## config.mk

```make
export PLATFORM = sky130hd
export DESIGN_NAME = cmp_pair_irq
export DESIGN_NICKNAME = d
export VERILOG_FILES = /design/src/rtl/cmp_pair_pkg.sv /design/src/rtl/cmp_sync.sv /design/src/rtl/cmp_chan.sv /design/src/rtl/cmp_pair_irq.sv
export SDC_FILE = /design/constraint.sdc
export NUM_CORES = 1
export LEC_CHECK = 0
export BUFFER_PORTS_ARGS = -buffer_cell sky130_fd_sc_hd__buf_2
export CAP_MARGIN = 20
export CORE_MARGIN = 2
export CORE_UTILIZATION = 50
export DETAILED_ROUTE_END_ITERATION = 16
export HOLD_SLACK_MARGIN = 0.02
export PLACE_DENSITY = 0.77
export RECOVER_POWER = 100
export SLEW_MARGIN = 10
export SYNTH_ARGS = -nofsm -noshare
export SYNTH_HDL_FRONTEND = slang
export SYNTH_SLANG_ARGS = --single-unit
```

## constraint.sdc

```tcl
create_clock -name clk -period 1.6 [get_ports clk]
set_input_delay 0.08 -clock clk [delete_from_list [all_inputs] [get_ports clk]]
set_output_delay 0.08 -clock clk [all_outputs]
set_load 0.03 [all_outputs]
```

## src/rtl/cmp_pair_pkg.sv

```systemverilog
package cmp_pair_pkg;

    localparam int REG_W  = 8;
    localparam int F_EN   = 0;
    localparam int F_IE   = 1;
    localparam int F_OE   = 2;
    localparam int F_FLAG = 3;
    localparam int F_RES  = 4;

    typedef struct packed {
        logic oe;
        logic ie;
        logic en;
    } ch_cfg_t;

    typedef struct packed {
        logic res;
        logic flag;
    } ch_stat_t;

    function automatic logic [REG_W-1:0] pack_reg(ch_cfg_t c, ch_stat_t s);
        logic [REG_W-1:0] r;
        r         = '0;
        r[F_EN]   = c.en;
        r[F_IE]   = c.ie;
        r[F_OE]   = c.oe;
        r[F_FLAG] = s.flag;
        r[F_RES]  = s.res;
        return r;
    endfunction

    function automatic ch_cfg_t unpack_cfg(logic [F_FLAG:0] w);
        ch_cfg_t c;
        c.en = w[F_EN];
        c.ie = w[F_IE];
        c.oe = w[F_OE];
        return c;
    endfunction

endpackage

```

## src/rtl/cmp_sync.sv

```systemverilog
module cmp_sync #(
    parameter int STAGES = 2
) (
    input  logic clk,
    input  logic rst,
    input  logic d,
    output logic q
);
    logic [STAGES-1:0] chain;

    always_ff @(posedge clk) begin
        if (rst) chain <= '0;
        else     chain <= {chain[STAGES-2:0], d};
    end

    assign q = chain[STAGES-1];
endmodule

```

## src/rtl/cmp_chan.sv

```systemverilog
module cmp_chan
    import cmp_pair_pkg::*;
#(
    parameter int SETTLE_CYCLES = 4,
    parameter int SYNC_STAGES   = 2
) (
    input  logic     clk,
    input  logic     rst,
    input  logic     raw,
    input  ch_cfg_t  cfg,
    input  logic     force_off,
    input  logic     clr_req,
    output ch_stat_t stat,
    output logic     pin
);
    localparam int CW = (SETTLE_CYCLES > 0) ? $clog2(SETTLE_CYCLES + 1) : 1;
    localparam logic [CW-1:0] LOAD = CW'(SETTLE_CYCLES);

    logic          sync_q;
    logic          prev_q;
    logic          flag_q;
    logic [CW-1:0] settle_cnt;
    logic          active;
    logic          settled;
    logic          change;

    cmp_sync #(.STAGES(SYNC_STAGES)) u_sync (
        .clk (clk),
        .rst (rst),
        .d   (raw),
        .q   (sync_q)
    );

    assign active  = cfg.en & ~force_off;
    assign settled = (settle_cnt == '0);
    assign change  = active & settled & (sync_q != prev_q);

    // settle window restarts every time the channel is inactive
    always_ff @(posedge clk) begin
        if (rst || !active)   settle_cnt <= LOAD;
        else if (!settled)    settle_cnt <= settle_cnt - 1'b1;
    end

    always_ff @(posedge clk) begin
        if (rst) prev_q <= 1'b0;
        else     prev_q <= sync_q;
    end

    // change beats a clearing write
    always_ff @(posedge clk) begin
        if (rst)          flag_q <= 1'b0;
        else if (change)  flag_q <= 1'b1;
        else if (clr_req) flag_q <= 1'b0;
    end

    assign stat.flag = flag_q;
    assign stat.res  = active & sync_q;
    assign pin       = stat.res & cfg.oe;

    p_flag_sticky_r4: assert property (@(posedge clk) disable iff (rst)
        flag_q && !clr_req |=> flag_q);
    p_clear_r4: assert property (@(posedge clk) disable iff (rst)
        clr_req && !change |=> !flag_q);
    p_change_sets_r2: assert property (@(posedge clk) disable iff (rst)
        active && settled && (sync_q != prev_q) |=> flag_q);
    p_off_no_flag_r8: assert property (@(posedge clk) disable iff (rst)
        !active |=> !$rose(flag_q));
    p_settle_mask_r11: assert property (@(posedge clk) disable iff (rst)
        (settle_cnt != '0) |=> !$rose(flag_q));
endmodule

```

## src/rtl/cmp_pair_irq.sv

```systemverilog
module cmp_pair_irq
    import cmp_pair_pkg::*;
#(
    parameter int NUM_CH        = 2,
    parameter int SETTLE_CYCLES = 4,
    parameter int SYNC_STAGES   = 2,
    localparam int ADDR_W       = (NUM_CH > 1) ? $clog2(NUM_CH) : 1
) (
    input  logic              clk,
    input  logic              rst,
    input  logic [NUM_CH-1:0] cmp_raw,
    input  logic              deep_off,
    input  logic              doze,
    input  logic              reg_wr,
    input  logic [ADDR_W-1:0] reg_addr,
    input  logic [F_FLAG:0]   reg_wdata,
    output logic [REG_W-1:0]  reg_rdata,
    output logic [NUM_CH-1:0] cmp_out,
    output logic [NUM_CH-1:0] pin_out,
    output logic              irq,
    output logic              wake
);
    ch_cfg_t     cfg_q  [NUM_CH];
    ch_stat_t    stat_w [NUM_CH];
    logic [NUM_CH-1:0] pend;

    for (genvar i = 0; i < NUM_CH; i++) begin : g_ch
        logic sel;
        logic clr;

        assign sel = reg_wr && (reg_addr == ADDR_W'(i));
        assign clr = sel && !reg_wdata[F_FLAG];

        always_ff @(posedge clk) begin
            if (rst)      cfg_q[i] <= '0;
            else if (sel) cfg_q[i] <= unpack_cfg(reg_wdata);
        end

        cmp_chan #(
            .SETTLE_CYCLES (SETTLE_CYCLES),
            .SYNC_STAGES   (SYNC_STAGES)
        ) u_chan (
            .clk       (clk),
            .rst       (rst),
            .raw       (cmp_raw[i]),
            .cfg       (cfg_q[i]),
            .force_off (deep_off),
            .clr_req   (clr),
            .stat      (stat_w[i]),
            .pin       (pin_out[i])
        );

        assign cmp_out[i] = stat_w[i].res;
        assign pend[i]    = stat_w[i].flag & cfg_q[i].ie;
    end

    assign irq  = |pend;
    assign wake = irq & doze;

    always_comb begin
        reg_rdata = '0;
        for (int i = 0; i < NUM_CH; i++)
            if (reg_addr == ADDR_W'(i)) reg_rdata = pack_reg(cfg_q[i], stat_w[i]);
    end

    p_deep_off_quiet_r8: assert property (@(posedge clk) disable iff (rst)
        deep_off |-> (pin_out == '0) && (cmp_out == '0));
    p_pin_needs_result_r10: assert property (@(posedge clk) disable iff (rst)
        (pin_out & ~cmp_out) == '0);
endmodule

```

**Word-level counts from Yosys, hierarchy flattened**

Memories as Yosys holds them, arrays and structs flattened.
Index checks and enable logic that the tools add are counted.
W data, S select, Z words.

- Bits in writable memories: 6
- Bits in registers: 14
- Memories: 1
- Input bits: 12
- Word-level logic and storage cells: 59
- Output and inout port bits: 14

Memory list:

| name | depth | bits a word | rd ports | clocked after memory_dff | wr ports | line | source |
|---|---|---|---|---|---|---|---|
| cfg_q | 2 | 3 | 2 | 0 | 2 | cmp_pair_irq.sv:23 | `ch_cfg_t cfg_q [NUM_CH];` |

- Reduce and logical (&&, ||, !) cells: 14
- Eq/ne operators: 2
- Mux-type cells: 15
- Bitwise logic cells: 17
- $add $sub $neg: 2

Operator list:

| kind | number |
|---|---|
| $and A1 B1 Y1 | 13 |
| $mux W1 | 12 |
| $logic_not A3 Y1 | 2 |
| $mux W3 | 2 |
| $sub A3 B1 Y3 const B | 2 |
| $mux W5 | 1 |
| $logic_and A1 B1 Y1 | 4 |
| $reduce_bool A2 Y1 | 2 |
| $logic_not A1 Y1 | 3 |
| $logic_or A1 B1 Y1 | 2 |
| $ne A1 B1 Y1 | 2 |
| $not A1 Y1 | 2 |
| $or A1 B1 Y1 | 2 |
| $reduce_or A2 Y1 | 1 |

**Depth between registers and ports, before layout**

- Depth in word-level cells: 6
- Gate-level depth with buffers: 5

**Modules after synthesis**

Synthesis repeated with hierarchy kept, for this count alone.

- Cells, all modules: 95
- Area, all modules: 999.7 um^2

Modules (own cells, without submodules):

| module | cells an instance | area an instance (um^2) | times used |
|---|---|---|---|
| cmp_chan | 27 | 249.0 | 2 |
| cmp_pair_irq | 33 | 396.6 | 1 |
| cmp_sync | 4 | 52.6 | 2 |

**Worst setup path before layout**

Ideal clock, no wire load.

- Kind: reg2out
- From: memory cfg_q[1][0] (netlist bit)
- To: output reg_rdata[4]
- Cell stages (with the launch flop): 4
- Setup slack: 0.404 ns
- Data required time: 1.520 ns
- Data arrival time: 1.116 ns
- Path through: edfxtp_1 nor2b_1 and2_2 mux2_2

RTL lines:

| element | line | source |
|---|---|---|
| start: declaration | cmp_pair_irq.sv:23 |  |
| end: declaration | cmp_pair_irq.sv:17 | `output logic [REG_W-1:0] reg_rdata,` |

==> impl_metrics.json <==
{
  "cp_max_fo": 3,
  "min_path_type": "input port to flip-flop",
  "period_share": 0.971,
  "grt_usage": 0.156,
  "cts.path.max_buffers": 2,
  "die_w_um": 47.9,
  "seqCellArea_sq_um": 460,
  "critPathArrivalTime_ps": 1470,
  "avgSynthCellArea_sq_um": 10.1,
  "hold_viol": 0,
  "cp-end-kind": "output pin",
  "final_cell_mix": "buf_2 (16), dfxtp_1 (14), inv_1 (7), nor2_1 (7)",
  "start_kind": "flip-flop",
  "ys.flop_type": "dfxtp_1",
  "antenna_left": 0,
  "via_count": 675,
  "route.detailed.drc": 0,
  "grt_max_degree": 17,
  "finalWirelength_um": 1600,
  "power_mw": 1.04,
  "first_global_vias": 587,
  "fp-row-count": 15,
  "fp.dieH_um": 47.9,
  "path_clk_slew_ps": 120,
  "cts_buffers": 3,
  "synth_area_sq_um": 963,
  "setup_viol": 0,
  "ys_warn_count": 0,
  "fin_nets": 137,
  "num_antenna_cells": 0,
  "critPathRequiredTime_ps": 1520,
  "ir_drop_mv": 0.618,
  "powerDensity_nw_per_um2": 898,
  "first_pass_iters": 6,
  "final_common_cell": "buf_2",
  "cts_htree_levels": 1,
  "synth_edf_count": 6,
  "max_freq_mhz": 644,
  "yosysSeqAreaShare": 0.478,
  "cap_violations": 0,
  "status": "finished, final reports clean",
  "min_period_ps": 1550,
  "syn_inst": 95,
  "placed_cell_area_sq_um": 1070,
  "root_buffer": "clkbuf_4",
  "final_max_slew_viol_count": 0,
  "async_reset_ff_frac": 0,
  "gr-total-overflow": 0,
  "drtIter0Drc": 7,
  "via_per_inst": 4.66,
  "stdcell_count": 145,
  "cellLeakagePower_nw": 0.510,
  "crit_type": "flip-flop to output pin",
  "wire_per_inst_um": 11.0,
  "area_growth_pct": 20.8,
  "drive_gt1_frac": 0.275,
  "cts_tree": "done",
  "portBuffers": 22,
  "tns_ps": 0,
  "core_area_sq_um": 1760,
  "initial_utilization": 0.546,
  "design_area_sq_um": 1160,
  "synth_seq_cells": 20,
  "dp_hpwl_um": 1210,
  "multi_input_area_sq_um": 453,
  "ys_types": 27,
  "clk_latency_ps": 300,
  "dieArea_sq_um": 2290,
  "gp_congestion": 0.683,
  "relSlewSlack": 0.551,
  "n_fill_cell": 163,
  "num_io_pins": 26,
  "grt_pass1_wl_um": 2420,
  "worstMarginPinSlew_ps": 673,
  "clock_sinks": 20,
  "skew_ps": 9.63,
  "antenna_found_initial": 0,
  "place_inst": 137
}
state kept, by name, indices dropped and copies added, names as in the netlist:
register,flops
g_ch.u_chan.flag_q,2
g_ch.u_chan.settle_cnt,6
g_ch.u_chan.prev_q,2
cfg_q,6
g_ch.u_chan.u_sync.chain,4
layer usage:
metal	GRT usage	vias to the layer above	part of all wire
li1	-	358	-
met3	0.0491	0	0.047
met2	0.256	19	0.52
met5	0	-	0
met4	0.0649	0	0
met1	0.189	298	0.43
critical path, cell delays in order, from the launching register on:
cell and delay [ps]:
edfxtp_1 410, nor2b_4 150, and2_2 200, mux2_2 280, buf_6 140
synthesized netlist by cell type (2+ instances only):
| master | instances | area (sq um) |
|---|---|---|
| and3_2 | 2 | 15.0 |
| inv_1 | 7 | 26.3 |
| and2_2 | 2 | 15.0 |
| a21o_1 | 2 | 15.0 |
| buf_4 | 5 | 37.5 |
| a211o_1 | 2 | 17.5 |
| nor2b_2 | 2 | 17.5 |
| xnor2_1 | 4 | 35.0 |
| mux2_1 | 3 | 33.8 |
| dfxtp_1 | 14 | 280 |
| ha_1 | 4 | 50.1 |
| nor2_1 | 7 | 26.3 |
| a21oi_1 | 2 | 10.0 |
| nor2b_1 | 6 | 37.5 |
| nor3_1 | 5 | 25.0 |
| a211oi_1 | 2 | 15.0 |
| edfxtp_1 | 6 | 180 |
| nand2b_1 | 6 | 37.5 |
| or3b_1 | 2 | 17.5 |
| nand2_1 | 3 | 11.3 |
| o21ai_0 | 2 | 10.0 |
| mux2_2 | 2 | 22.5 |
where the power goes:
group          switching (mW)  internal [mW]  total, mW
logic                  0.0824         0.0596      0.142
clock network           0.152          0.190      0.342
registers              0.0125          0.548      0.560
path summary, 6_finish.rpt:
path	start	end	slack [ps]	cells after the start
setup / recovery	cfg_q[1][0]	reg_rdata[4]	50	4
hold / removal	reg_wdata[1]	cfg_q[1][1]	120	3
setup reg to reg	g_ch[0].u_chan.settle_cnt[0]	g_ch[0].u_chan.flag_q	310	5
hold reg to reg	g_ch[0].u_chan.u_sync.chain[0]	g_ch[0].u_chan.u_sync.chain[1]	450	1
area by class of cell:
class | instances | share of cell area
Clock buffer | 4 | 0.0409
Inverter | 7 | 0.0226
Multi-Input combinational cell | 63 | 0.389
Sequential cell | 20 | 0.396
Tap cell | 25 | 0.0269
Timing Repair Buffer | 26 | 0.125
stage by stage:
step            util  hold WS [ps]  setup slack, ps
2_1_floorplan      -           152              404
3_3_place_gp   0.604           290              354
3_5_place_dp   0.604           295              316
4_1_cts        0.655           111             25.0
5_1_grt        0.660           122            -7.16
6_report       0.660           123             47.1
logic make-up after synthesis:
family | Yosys count | share of synthesized area
and+or+nand+nor | 36 | 0.217
DFF | 20 | 0.478
buffers and inverters | 14 | 0.0753
AOI/OAI and AO/OA | 11 | 0.0792
muxes | 5 | 0.0584
adders and majority gates | 4 | 0.0520
xor gates and xnor gates | 4 | 0.0364
other | 1 | 0.00389
timing repair:
| action | in CTS | in global routing |
|---|---|---|
| pin swaps | 0 | 0 |
| resized for setup | 4 | 2 |
| hold endpoints to repair | 2 | 0 |
| hold buffers | 2 | 0 |
| setup buffers | 1 | 1 |
| endpoints found under the setup margin | 1 | 1 |
Note: power is estimated with default switching activity, not from simulation.
